`src/rtl/pdiv_pkg.sv`:
```
package pdiv_pkg;
  localparam int DEF_SEL_W = 3;
  localparam int DEF_TAP_N = 3;

  // Counter width able to hold one period of the slowest tap.
  function automatic int span_bits(input int sel_w, input int tap_n);
    return ((1 << sel_w) - 1) + (tap_n - 1);
  endfunction
endpackage

```
`src/rtl/pdiv_phase.sv`:
```
module pdiv_phase #(
  parameter int SEL_W = 3,
  parameter int TAP_N = 3,
  parameter int CNT_W = 9
) (
  input  logic             clk,
  input  logic             rst,
  input  logic             tick,
  input  logic [SEL_W-1:0] sel_in,
  output logic [CNT_W-1:0] phase,
  output logic [SEL_W-1:0] sel_act
);
  localparam int KW = $clog2(CNT_W + 1) + 1;

  logic [KW-1:0]  span_k;
  logic [CNT_W:0] span;
  logic [CNT_W:0] last;
  logic           at_wrap;

  always_comb begin
    span_k  = KW'(sel_act) + KW'(TAP_N - 1);
    span    = {{CNT_W{1'b0}}, 1'b1} << span_k;
    last    = span - 1'b1;
    at_wrap = ({1'b0, phase} == last);
  end

  always_ff @(posedge clk) begin
    if (rst) begin
      phase   <= '0;
      sel_act <= sel_in;
    end else if (tick) begin
      if (at_wrap) begin
        phase   <= '0;
        sel_act <= sel_in;
      end else begin
        phase <= phase + 1'b1;
      end
    end
  end
endmodule

```
`src/rtl/pdiv_tap.sv`:
```
module pdiv_tap #(
  parameter int SEL_W = 3,
  parameter int CNT_W = 9,
  parameter int SHIFT = 0
) (
  input  logic             clk,
  input  logic             rst,
  input  logic             tick,
  input  logic [CNT_W-1:0] phase,
  input  logic [SEL_W-1:0] sel_act,
  output logic             stb,
  output logic             lvl
);
  localparam int KW = $clog2(CNT_W + 1) + 1;

  logic [KW-1:0]  k;
  logic [CNT_W:0] mask;
  logic [CNT_W:0] top_bit;
  logic           hit;
  logic           upper_half;
  logic           lvl_next;

  always_comb begin
    k          = KW'(sel_act) + KW'(SHIFT);
    mask       = ({{CNT_W{1'b0}}, 1'b1} << k) - 1'b1;
    top_bit    = mask ^ (mask >> 1);
    hit        = (({1'b0, phase} & mask) == '0);
    upper_half = |({1'b0, phase} & top_bit);
    if (k == '0)
      lvl_next = tick;
    else if (tick)
      lvl_next = ~upper_half;
    else
      lvl_next = lvl;
  end

  always_ff @(posedge clk) begin
    if (rst) begin
      stb <= 1'b0;
      lvl <= 1'b0;
    end else begin
      stb <= tick & hit;
      lvl <= lvl_next;
    end
  end
endmodule

```
`src/rtl/pdiv_top.sv`:
```
module pdiv_top #(
  parameter int SEL_W = pdiv_pkg::DEF_SEL_W,
  parameter int TAP_N = pdiv_pkg::DEF_TAP_N
) (
  input  logic             clk,
  input  logic             rst,
  input  logic             tick_in,
  input  logic [SEL_W-1:0] sel_in,
  output logic [TAP_N-1:0] tap_stb,
  output logic [TAP_N-1:0] tap_clk
);
  localparam int CNT_W = pdiv_pkg::span_bits(SEL_W, TAP_N);

  logic [CNT_W-1:0] phase;
  logic [SEL_W-1:0] sel_act;

  pdiv_phase #(.SEL_W(SEL_W), .TAP_N(TAP_N), .CNT_W(CNT_W)) u_phase (
    .clk(clk), .rst(rst), .tick(tick_in), .sel_in(sel_in),
    .phase(phase), .sel_act(sel_act)
  );

  for (genvar g = 0; g < TAP_N; g++) begin : g_tap
    pdiv_tap #(.SEL_W(SEL_W), .CNT_W(CNT_W), .SHIFT(g)) u_tap (
      .clk(clk), .rst(rst), .tick(tick_in), .phase(phase), .sel_act(sel_act),
      .stb(tap_stb[g]), .lvl(tap_clk[g])
    );
  end
endmodule

```
`config.mk`:
```
export PLATFORM = sky130hd
export DESIGN_NAME = pdiv_top
export DESIGN_NICKNAME = d
export VERILOG_FILES = /design/src/rtl/pdiv_pkg.sv /design/src/rtl/pdiv_phase.sv /design/src/rtl/pdiv_tap.sv /design/src/rtl/pdiv_top.sv
export SDC_FILE = /design/constraint.sdc
export NUM_CORES = 1
export LEC_CHECK = 0
export ABC_AREA = 1
export BUFFER_PORTS_ARGS = -buffer_cell sky130_fd_sc_hd__buf_4
export CAP_MARGIN = 20
export CORE_AREA = 2 2 76 78
export DETAILED_ROUTE_END_ITERATION = 12
export DIE_AREA = 0 0 78 80
export SLEW_MARGIN = 40
export SYNTH_ARGS = -nofsm -noshare
export SYNTH_HDL_FRONTEND = slang
export SYNTH_HIERARCHICAL = 1
export SYNTH_SLANG_ARGS = --single-unit
```
`constraint.sdc`:
```
create_clock -name clk -period 3.4 [get_ports clk]
set_input_delay 0 -clock clk [delete_from_list [all_inputs] [get_ports clk]]
set_output_delay 0 -clock clk [all_outputs]
set_load 0.03 [all_outputs]
```
Word-level counts from Yosys, hierarchy flattened --
Index checks and enable logic that the tools add are counted.
Storage, ports and cells: logic and storage cells 58, output and inout port bits 6, register bits after elaboration 18
Cells by class: $add $sub $neg 6, shift operators 3, reductions and logical operators 15, bitwise operators 15, muxes and demuxes 10, equal/unequal tests 1
Operators by type and width (number):
- $and A9 B10 Y10 | 6
- $logic_not A10 Y1 | 3
- $reduce_or A10 Y1 | 3
- $sub A10 B1 Y10 const B | 3
- $xor A10 B9 Y10 | 3
- $shl A1 B5 Y10 const A | 2
- $logic_not A5 Y1 | 3
- $eq A9 B10 Y1 | 1
- $reduce_bool A2 Y1 | 5
- $shl A1 B3 Y10 const A | 1
- $add A9 B1 Y9 const B | 1
- $mux W3 | 3
- $mux W9 | 1
- $mux W1 | 6
- $add A3 B1 Y4 const B | 1
- $add A3 B2 Y4 const B | 1
- $and A1 B1 Y1 | 3
- $not A1 Y1 | 3
- $reduce_and A2 Y1 | 1

Depth between registers and ports, before layout --
Gate-level depths: netlist (run 1).
depth in word-level cells 9, depth in mapped cells 18

Modules after synthesis --
The synthesis (run 1) kept the hierarchy.
By module, submodules not included:
- pdiv_phase | area each 864.6 um^2, cells each 136, seq. area each 270.3 um^2, instances 1
- pdiv_tap (g_tap[1].u_tap) | area each 688.2 um^2, cells each 119, seq. area each 40.0 um^2, instances 1
- pdiv_tap (g_tap[2].u_tap) | area each 583.1 um^2, cells each 107, seq. area each 40.0 um^2, instances 1
- pdiv_tap (g_tap[0].u_tap) | area each 457.9 um^2, cells each 82, seq. area each 40.0 um^2, instances 1

Worst setup path before layout (run 1) --
Ideal clock, no wire load.
path kind register to register, from register u_phase.sel_act[1], to register g_tap[1].u_tap.lvl, stages on the path, launching flop included 17, period minus slack after synthesis 2.798 ns, arrival 2.732 ns, path buffers 1, path slack 0.602 ns, cells stage by stage edfxtp_1 -> nand2_2 -> inv_2 -> ha_1 -> buf_2 -> nand3_2 -> ha_1 -> nand4_1 -> nand2_2 -> nand2_1 -> nand3_1 -> o21ai_0 -> nor2_1 -> nand2_1 -> nor2_1 -> nand2_1 -> a21oi_2
On the way: word-level cells in the longest chain between the ends 9, elaborated cells on any way between the ends 11, those cells by class add/sub: 2; shift: 1; mux: 2; bitwise: 3; reduce/logical: 3
Ends and longest elaborated chain:
- start, declared | RTL line pdiv_phase.sv:11 | output logic [SEL_W-1:0] sel_act
- start signal, assigned | RTL line pdiv_phase.sv:30 | sel_act <= sel_in;
- start signal, assigned | RTL line pdiv_phase.sv:34 | sel_act <= sel_in;
- $add A3 B1 Y4 * | RTL line pdiv_tap.sv:24 | k = KW'(sel_act) + KW'(SHIFT);
- $shl A1 B5 Y10 | RTL line pdiv_tap.sv:25 | mask = ({{CNT_W{1'b0}}, 1'b1} << k) - 1'b1;
- $sub A10 B1 Y10 | RTL line pdiv_tap.sv:25
- $xor A10 B9 Y10 | RTL line pdiv_tap.sv:26 | top_bit = mask ^ (mask >> 1);
- $and A9 B10 Y10 | RTL line pdiv_tap.sv:28 | upper_half = |({1'b0, phase} & top_bit);
- $reduce_or A10 Y1 | RTL line pdiv_tap.sv:28
- $not A1 Y1 | RTL line pdiv_tap.sv:32 | lvl_next = ~upper_half;
- $mux W1 | RTL line pdiv_tap.sv:31 | else if (tick)
- $mux W1 | RTL line pdiv_tap.sv:29 | if (k == '0)
- end signal, assigned | RTL line pdiv_tap.sv:43 | lvl <= lvl_next;
- end, declared | RTL line pdiv_tap.sv:12 | output logic lvl
Every way passes the cells marked *; elsewhere a longest branch is shown, timed or not. The select of a mux whose other input is x is not followed. A chain may end at the register's enable or synchronous reset.

Worst setup path in the final report (run 1) --
from register u_phase.sel_act[2], to register g_tap[2].u_tap.lvl
On the way: word-level cells in the longest chain between the ends 9, elaborated cells on any way between the ends 11, those cells by class add/sub: 2; shift: 1; mux: 2; bitwise: 3; reduce/logical: 3
Ends and longest elaborated chain (RTL line):
- $add A3 B2 Y4 * | pdiv_tap.sv:24
- $shl A1 B5 Y10 | pdiv_tap.sv:25
- $sub A10 B1 Y10 | pdiv_tap.sv:25
- $xor A10 B9 Y10 | pdiv_tap.sv:26
- $and A9 B10 Y10 | pdiv_tap.sv:28
- $reduce_or A10 Y1 | pdiv_tap.sv:28
- $not A1 Y1 | pdiv_tap.sv:32
- $mux W1 | pdiv_tap.sv:31
- $mux W1 | pdiv_tap.sv:29
- end signal, assigned | pdiv_tap.sv:43
- end, declared | pdiv_tap.sv:12
Marks and branches as above.

==> results of run 1 <==
==> where the power goes <==
part,switching [mW],internal (mW),leakage (nW)
registers,0.0202,0.229,0.152
logic,0.255,0.134,1.27
clock network,0.0800,0.0806,0.0231
total,0.355,0.444,1.45
==> state kept, by name, indices dropped and copies added, names as in the netlist <==
register         count
g_tap.u_tap/stb      3
u_phase/phase        9
u_phase/sel_act      3
g_tap.u_tap/lvl      3
==> cell usage in the layout, fill, tap and decap left out, drive strengths merged <==
master,instances
nand2,157
o21ai,12
o21bai,1
nor2,60
a21boi,1
a22o,1
o211ai,1
nand4,12
a311oi,1
dfxtp,15
edfxtp,3
nand3b,1
xnor2,2
nor3,2
inv,65
clkinv,1
a22oi,1
a21oi,6
dlygate4sd3,4
clkbuf,3
a31oi,2
a211oi,1
nor4,1
ha,18
xor2,5
nand3,71
o21a,1
buf,15
==> per-layer routing <==
metal	global-route usage	wire length [um]	up-vias
met1	0.315	3290	1204
li1	-	-	1466
met4	0.0544	71	0
met2	0.390	2980	64
met5	0	0	-
met3	0.0260	371	9
==> cells by family after synthesis <==
| group | synth area share |
|---|---|
| adder cells (fa/ha/maj) | 0.0868 |
| buffers and inverters | 0.107 |
| flip-flops | 0.151 |
| AND/OR/NAND/NOR | 0.562 |
| AO/OA/AOI/OAI | 0.0709 |
| XOR/XNOR | 0.0236 |
==> area by class of cell <==
class / instances / area [sq um]
clock buffer: 3 / 41.3
clock inverter: 1 / 3.75
fill: 561 / 2560
inverter: 65 / 244
multi-input combinational: 357 / 1930
sequential: 18 / 390
tap: 72 / 90.1
timing repair buffer: 19 / 153
==> stage by stage <==
stage          area (sq um)  std cells
2_1_floorplan          2590        444
3_3_place_gp           2760        527
3_5_place_dp           2760        527
4_1_cts                2850        535
5_1_grt                2850        535
6_report               2850        535
==> tightest hold or removal path: cells and delay by family <==
kind            cells  cell delay [ps]
compound gates      1               40
buf+inv             1              170
simple gates        1              100
==> worst max-delay path by stage <==
stage / to / depth (start not counted) / slack [ps]
after detailed placement: g_tap[2].u_tap/lvl$_SDFFE_PP0P_ / 14 / 610
final: g_tap[2].u_tap/lvl$_SDFFE_PP0P_ / 14 / 580
after CTS: g_tap[2].u_tap/lvl$_SDFFE_PP0P_ / 14 / 590
after global placement: g_tap[2].u_tap/lvl$_SDFFE_PP0P_ / 14 / 800
after floorplan: g_tap[1].u_tap/lvl$_SDFFE_PP0P_ / 16 / 600
after global routing: g_tap[2].u_tap/lvl$_SDFFE_PP0P_ / 14 / 330
==> out/results.ini, run 1 <==
[layout]
drive_gt1_frac=0.151
areaGrowthSynthToFinish_pct=9.84
postLayoutCoreUtil=0.527
antenna_cells=0
nNetsFinal=488

[timing]
relSlewSlack=0.646
setup-tns-final_ps=0
hold_ws_ps=90.4
hold_viol=0
period_needed_ps=2820
fin_skew_ps=7.25
drv_slew=0
fmaxAchievable_ghz=0.354
min_period_over_period=0.830
fin_ws_ps=577
tightest_slew_ps=531
rsz0062_at_grt=no
setup_violations=0

[logic_synthesis]
yosysMostFrequentCell=nand2_1
ys.warnings.count=6
synth_nets=468
synth_edf_count=3
syn_inst=444
synth_common_cells=142 x nand2_1, 62 x nand3_1, 58 x inv_1
yosysTopAreaCell=nand2_1
syn-cell-area_sq_um=2590
synth_top_area_share=0.205
async_reset_ff_frac=0
synth.distinct_cells=38
synthTopCellsByArea=nand2_1 21%, nand3_1 12%, dfxtp_1 12%
synth-seq-area-share=0.151
ys_seq_elements=18
avgSynthCellArea_sq_um=5.84
synthFlopType=dfxtp_1

[routing]
drc=0
viasPerCell=5.13
drt-total-wl_um=6710
dr.pass1.iters=4
via_count=2743
wire_per_inst_um=12.5
dr.first_iter.drc_count=160
postRouteAntennaNets=0

[setup_path]
crit_path_max_fanout=10
r2r-start=u_phase/sel_act[2]$_DFFE_PP_
worst_ep_required_time_ps=3600
worstSetupPathType=flip-flop to flip-flop
start_kind=flip-flop
critical_path.top_delay_family=simple AND/OR/NAND/NOR gates
slowest_stage=edfxtp_1
cp_num_buf_inv=2
crit_path_end_kind=flip-flop
critPathMaxStageDelay_ps=670
reg2reg_to=g_tap[2].u_tap/lvl$_SDFFE_PP0P_
worstSetupStartpoint=u_phase/sel_act[2]$_DFFE_PP_
crit_top_cell=nand2_1
crit_arrival_ps=3020
rr_worst_depth=14
worstPathCellList=inv_1 -> ha_1 -> nor2_2 -> nand2_1 -> ha_1 -> o21ai_0 -> inv_1 -> nand2_1 -> nand2_1 -> nand3_1 -> nand2_1 -> nor2_1 -> nand3_1 -> a21oi_2
rrSetupSlack_ps=580

[place]
hpwl_um=4960
place_congestion=0.836
port_buffers=11
preCtsSetupSlack_ps=606

[worst_hold_path]
hold_end=g_tap[1].u_tap/stb$_SDFF_PP0_
hold_class=input port to flip-flop
hold_path_depth=3
hold_start=tick_in

[die]
die_x_um=78
fp.coreArea_sq_um=5410
start_util=0.480
dieHeight_um=80
ios=12
dieArea_sq_um=6240
fp-row-count=27

[global_route]
grt_pass1_wl_um=11500
grt_use_total=0.231
grt_overflow=0
grt_max_degree=19
first_global_vias=2460
grt_antenna_before_repair=0

[clock_tree]
cts_root_buf=clkbuf_8
cts_tree=built
clock-sinks=18
clk_pin_slew_ps=80
h-tree-depth=1
cts_resized=0
clk_latency_ps=260
hold_buffers=4
cts_setup_buffers=0
cts_buffers=3
cts_buffer_depth=2

[power_and_ir_drop]
p_total_mw=0.799
p_per_area_nw_per_um2=281
p_leak_nw=1.45
ir_drop_v=0.000188

[run_status]
status=finished, final reports clean

[run]
maxCapViolCount=0

(Power assumes the default switching activity.)
==> inputs of run 2 (changes only) <==
clock period = 2.6 ns   (was 3.4 ns; I/O delays follow)
==> run 2 against run 1 <==
Net effect: non-clock buffer count grew 6; clock skew shrank 5.6 ps; clock-buffer cell count grew 1; via count grew 1.8%; cell area grew 2.7%; wire length grew 1.7%; cell count grew 1.1%; total power grew 33%; global-route usage shrank 0.090 points; sequential cell count is the same; first-iteration DRC count shrank 4.4%.
==> out/results.ini, run 2 (synthesis results as in run 1) <==
[setup_path]
crit_arrival_ps=2610
worstSetupStartpoint=u_phase/sel_act[1]$_DFFE_PP_
critical_path.top_delay_family=simple AND/OR/NAND/NOR gates
worstPathCellList=nand2_2 -> inv_2 -> ha_1 -> nand3_4 -> ha_4 -> inv_2 -> nand2_1 -> nand2_2 -> nand2_1 -> nand3_1 -> o21ai_0 -> nor2_1 -> nand2_1 -> nor2_1 -> nand2_1 -> a21oi_2
rrSetupSlack_ps=190
start_kind=flip-flop
crit_path_end_kind=flip-flop
worstSetupPathType=flip-flop to flip-flop
crit_end=g_tap[1].u_tap/lvl$_SDFFE_PP0P_
crit_cells=16
reg2reg_to=g_tap[1].u_tap/lvl$_SDFFE_PP0P_
crit_path_max_fanout=7
rr_worst_depth=16
worst_ep_required_time_ps=2790
critPathMaxStageDelay_ps=510
slowest_stage=edfxtp_1
crit_top_cell=nand2_1
r2r-start=u_phase/sel_act[1]$_DFFE_PP_
cp_num_buf_inv=2

[die]
dieHeight_um=80
fp.coreArea_sq_um=5410
die_x_um=78
dieArea_sq_um=6240
start_util=0.480
fp-row-count=27
ios=12

[clock_tree]
cts_tree=built
cts_root_buf=clkbuf_8
cts_buffers=3
clock-sinks=18
clk_latency_ps=250
cts_buffer_depth=2
h-tree-depth=1
clk_pin_slew_ps=60

[worst_hold_path]
hold_class=input port to flip-flop

[timing]
period_needed_ps=2410
drv_slew=0
relSlewSlack=0.671
fmaxAchievable_ghz=0.414
tightest_slew_ps=493
hold_viol=0
min_period_over_period=0.928
rsz0062_at_grt=no
fin_skew_ps=1.68
setup_violations=0
hold_ws_ps=91.5

[layout]
postLayoutCoreUtil=0.541
drive_gt1_frac=0.168
ff_latch_area_sq_um=390
multi_input_area_sq_um=1960
fin_area_sq_um=2930
fill_cells=562
largest_reg_flops=9
antenna_cells=0
nNetsFinal=494
final_cells=541
areaGrowthSynthToFinish_pct=12.8
largest_register=u_phase/phase
final_common_cell=nand2_1
layout_common_cells=142 x nand2_1, 62 x nand3_1, 57 x inv_1

[run]
maxCapViolCount=0

[place]
port_buffers=11
dpl-instance-area_sq_um=2830
place_congestion=0.949
hpwl_um=5180
dpl.cell_count=531

[global_route]
first_global_vias=2609
grt_use_total=0.230
grt_pass1_wl_um=11700
grt_overflow=0
grt_antenna_before_repair=0
grt_max_degree=19

[routing]
postRouteAntennaNets=0
via_count=2792
dr.first_iter.drc_count=153
dr.pass1.iters=4
drt-total-wl_um=6830
wire_per_inst_um=12.6
drc=0
viasPerCell=5.16

[power_and_ir_drop]
ir_drop_v=0.000330
p_leak_nw=1.48
p_per_area_nw_per_um2=363
p_total_mw=1.06

[run_status]
status=finished, final reports clean

-- run 2: how the worst min path moves through the flow --
| stage | slack [ps] | to | start | depth (start not counted) |
|---|---|---|---|---|
| floorplan | 70 | u_phase/phase[1]$_SDFFE_PP0P_ | rst | 1 |
| global placement | 180 | u_phase/sel_act[1]$_DFFE_PP_ | sel_in[1] | 1 |
| detailed placement | 180 | u_phase/sel_act[1]$_DFFE_PP_ | sel_in[1] | 1 |
| CTS | 90 | g_tap[1].u_tap/stb$_SDFF_PP0_ | tick_in | 3 |
| global route | 120 | g_tap[1].u_tap/stb$_SDFF_PP0_ | tick_in | 3 |
| finish | 90 | g_tap[1].u_tap/stb$_SDFF_PP0_ | tick_in | 3 |
-- run 2: cell type report --
cell class / instances / share of cell area
Clock buffer: 4 / 0.0154
Inverter: 65 / 0.0834
Multi-Input combinational cell: 357 / 0.670
Sequential cell: 18 / 0.133
Tap cell: 72 / 0.0308
Timing Repair Buffer: 25 / 0.0676
-- run 2: tightest hold or removal path: stages --
cell	delay, ps
buf_4	160
nand4_1	100
a211oi_1	40
-- run 2: routing by layer --
layer,track usage,vias up,share of wire
met2,0.410,69,0.46
met3,0.0238,11,0.037
met4,0.0351,0,0.011
met1,0.304,1231,0.49
met5,0,-,0
li1,-,1481,-
-- run 2: what timing repair did --
action | 4_1_cts | 5_1_grt
hold endpoints to repair | 4 | 0
hold buffers | 4 | 0
resized for setup | 0 | 0
endpoints found under the setup margin | 0 | 2
buffers inserted | 0 | 2
-- run 2: stage by stage --
stage	worst slack, ps	setup TNS, ps
after floorplan	-14.7	-14.7
after global placement	260	0
after detailed placement	217	0
after CTS	196	0
after global routing	8.67	0
final	186	0
-- run 2: power breakdown --
group | switching (mW) | internal [mW]
logic | 0.349 | 0.194
clock network | 0.0901 | 0.109
registers | 0.0201 | 0.300
==> inputs of run 3 (changes only) <==
ABC_AREA = not set   (was 1)
BUFFER_PORTS_ARGS = not set   (was -buffer_cell sky130_fd_sc_hd__buf_4)
CORE_AREA = 2 2 75 77   (was 2 2 76 78)
DIE_AREA = 0 0 77 79   (was 0 0 78 80)
DONT_BUFFER_PORTS = 1   (was not set)
SLEW_MARGIN = 20   (was 40)
==> run 3 against run 2 <==
Net effect: the run now ends with setup timing left; critical path depth shrank 6; sequential cell count is the same; wire length is 2.8% higher; utilization is 5.9 points higher; highest routed layer unchanged; maximum frequency down 9.6%.
==> out/results.ini, run 3 <==
[run_status]
status=complete, but fails checks
violations=setup timing

[global_route]
first_global_vias=2278
grt_use_total=0.238
grtUsageMet3=0.0375
grt_pass1_wl_um=11600
grt_antenna_before_repair=0
use_met2=0.413
grt_max_degree=25
top_usage_layer=met2
use_met1=0.314
grt_overflow=0

[die]
start_util=0.478
dieArea_sq_um=6080
die_x_um=77
ios=12
dieHeight_um=79
fp-row-count=27
fp.coreArea_sq_um=5340

[logic_synthesis]
ys.warnings.count=6
synth_edf_count=3
synth-seq-area-share=0.153
synth.distinct_cells=89
synthTopCellsByArea=dfxtp_1 12%, ha_1 8.8%, xnor2_1 6.2%
avgSynthCellArea_sq_um=8.54
synthFlopType=dfxtp_1
async_reset_ff_frac=0
synth_common_cells=21 x nor2_1, 18 x ha_1, 18 x nand2_1, 18 x xnor2_1, 17 x inv_1
synth_top_area_share=0.118
syn-cell-area_sq_um=2550
ys_seq_elements=18
syn_inst=299
synth_nets=323
yosysTopAreaCell=dfxtp_1
yosysMostFrequentCell=nor2_1

[place]
hpwl_um=4980
place_congestion=0.883
port_buffers=0
dpl-instance-area_sq_um=3030

[layout]
layout_common_cells=46 x buf_4, 21 x nor2_1, 18 x xnor2_1
areaGrowthSynthToFinish_pct=25.4
fin_area_sq_um=3200
nNetsFinal=369
ff_latch_area_sq_um=390
largest_reg_flops=9
multi_input_area_sq_um=2150
largest_register=u_phase/phase
antenna_cells=0
final_common_cell=buf_4
fill_cells=478
drive_gt1_frac=0.331

[clock_tree]
cts_setup_buffers=0
clk_pin_slew_ps=80
cts_tree=built
clock-sinks=18
h-tree-depth=1
cts_root_buf=clkbuf_8
clk_latency_ps=270
cts_buffers=3
cts_buffer_depth=2

[timing]
fmaxAchievable_ghz=0.374
setup_violations=2
fin_skew_ps=7.17
rsz0062_at_grt=yes
tightest_slew_ps=713
drv_slew=0
period_needed_ps=2670
fin_ws_ps=-71.0
min_period_over_period=1.03
relSlewSlack=0.523
hold_viol=0

[routing]
drc=0
via_count=2408
drt-total-wl_um=7020
wire_per_inst_um=16.9
postRouteAntennaNets=0
dr.first_iter.drc_count=106
viasPerCell=5.79
dr.pass1.iters=4

[setup_path]
worstSetupPathType=flip-flop to flip-flop
worst_ep_required_time_ps=2790
crit_cells=10
critPathMaxStageDelay_ps=510
reg2reg_to=g_tap[2].u_tap/lvl$_SDFFE_PP0P_
cp_num_buf_inv=2
worstPathCellList=buf_4 -> inv_2 -> ha_4 -> or4b_4 -> ha_4 -> or2_4 -> a211oi_2 -> a311oi_1 -> a221o_1 -> o31ai_2
crit_arrival_ps=2860
rr_worst_depth=10
slowest_stage=or4b_4
critical_path.top_delay_family=compound AO/OA/AOI/OAI gates
crit_path_end_kind=flip-flop
r2r-start=u_phase/sel_act[1]$_DFFE_PP_
start_kind=flip-flop
crit_path_max_fanout=5
rrSetupSlack_ps=-70
crit_top_cell=ha_4

[power_and_ir_drop]
p_total_mw=1.02
p_per_area_nw_per_um2=319
p_leak_nw=1.25
ir_drop_v=0.000191

[run]
maxCapViolCount=0

[worst_hold_path]
hold_class=input port to flip-flop
hold_start=tick_in
hold_end=u_phase/phase[4]$_SDFFE_PP0P_
hold_path_depth=3

[run 3: cell count changes in the layout (fill, tap and decap cells not counted), moves of 8 or more]
cell / before / now
nor3_1: 1 / 9
a21oi_1: 4 / 13
nand2_2: 12 / 0
nand2_1: 142 / 17
nand2b_1: 0 / 9
xor2_1: 5 / 14
nor2_1: 49 / 21
buf_4: 21 / 46
nand3_1: 62 / 4
inv_1: 57 / 14
xnor2_1: 2 / 18
[run 3: power breakdown]
part | switching, mW | leakage (nW) | internal [mW] | total (mW)
clock network | 0.113 | 0.0288 | 0.135 | 0.248
logic | 0.234 | 1.07 | 0.218 | 0.452
registers | 0.0252 | 0.152 | 0.297 | 0.322
total | 0.372 | 1.25 | 0.649 | 1.02
[run 3: how the worst max path moves through the flow]
stage | start | endpoint | slack [ps]
after global routing | u_phase/sel_act[1]$_DFFE_PP_ | g_tap[1].u_tap/stb$_SDFF_PP0_ | -200
after CTS | u_phase/sel_act[1]$_DFFE_PP_ | g_tap[2].u_tap/lvl$_SDFFE_PP0P_ | -60
after global placement | u_phase/sel_act[1]$_DFFE_PP_ | g_tap[1].u_tap/stb$_SDFF_PP0_ | -2
after floorplan | u_phase/sel_act[1]$_DFFE_PP_ | g_tap[1].u_tap/lvl$_SDFFE_PP0P_ | -500
after detailed placement | u_phase/sel_act[1]$_DFFE_PP_ | g_tap[1].u_tap/stb$_SDFF_PP0_ | -20
final | u_phase/sel_act[1]$_DFFE_PP_ | g_tap[2].u_tap/lvl$_SDFFE_PP0P_ | -70
[run 3: worst reg2reg max path: cells and delay by family, from the launching register on]
kind                       cells  cell delay [ps]
adders and majority gates      2              400
buffers and inverters          2              250
DFF                            1              420
AOI/OAI and AO/OA              4              790
and+or+nand+nor                2              750
[run 3: routing by layer]
layer,vias up,share of wire
met3,6,0.038
met5,-,0
met4,0,0.0071
met1,1176,0.45
li1,1183,-
met2,43,0.50
[run 3: kinds of logic after synthesis]
family / share of synthesized area
simple gates: 0.285
compound gates: 0.254
fa+ha+maj: 0.0926
buf+inv: 0.0730
xor+xnor: 0.129
flops: 0.153
mux: 0.0137
[run 3: final cells by class]
class | instances | area share
Sequential cell | 18 | 0.122
Tap cell | 72 | 0.0281
Inverter | 21 | 0.0254
Timing Repair Buffer | 54 | 0.137
Multi-Input combinational cell | 247 | 0.671
Clock buffer | 4 | 0.0172
[run 3: stage by stage]
| step | utilization | TNS (ps) | setup WS (ps) | hold slack [ps] | std cells |
|---|---|---|---|---|---|
| final | 0.600 | -108 | -71.0 | 11.2 | 416 |
| after floorplan | - | -1960 | -496 | 69.1 | 299 |
| after detailed placement | 0.567 | -43.3 | -24.6 | 77.3 | 407 |
| after global routing | 0.600 | -476 | -205 | 27.8 | 416 |
| after global placement | 0.567 | -1.62 | -1.62 | 79.0 | 407 |
| after CTS | 0.589 | -114 | -60.2 | 1.11 | 416 |
[run 3: repair_timing]
action | 4_1_cts | 5_1_grt
resized for setup | 3 | 14
endpoints found under the setup margin | 4 | 18
hold buffers | 5 | 0
pin swaps | 2 | 1
endpoints found under the hold margin | 17 | 0
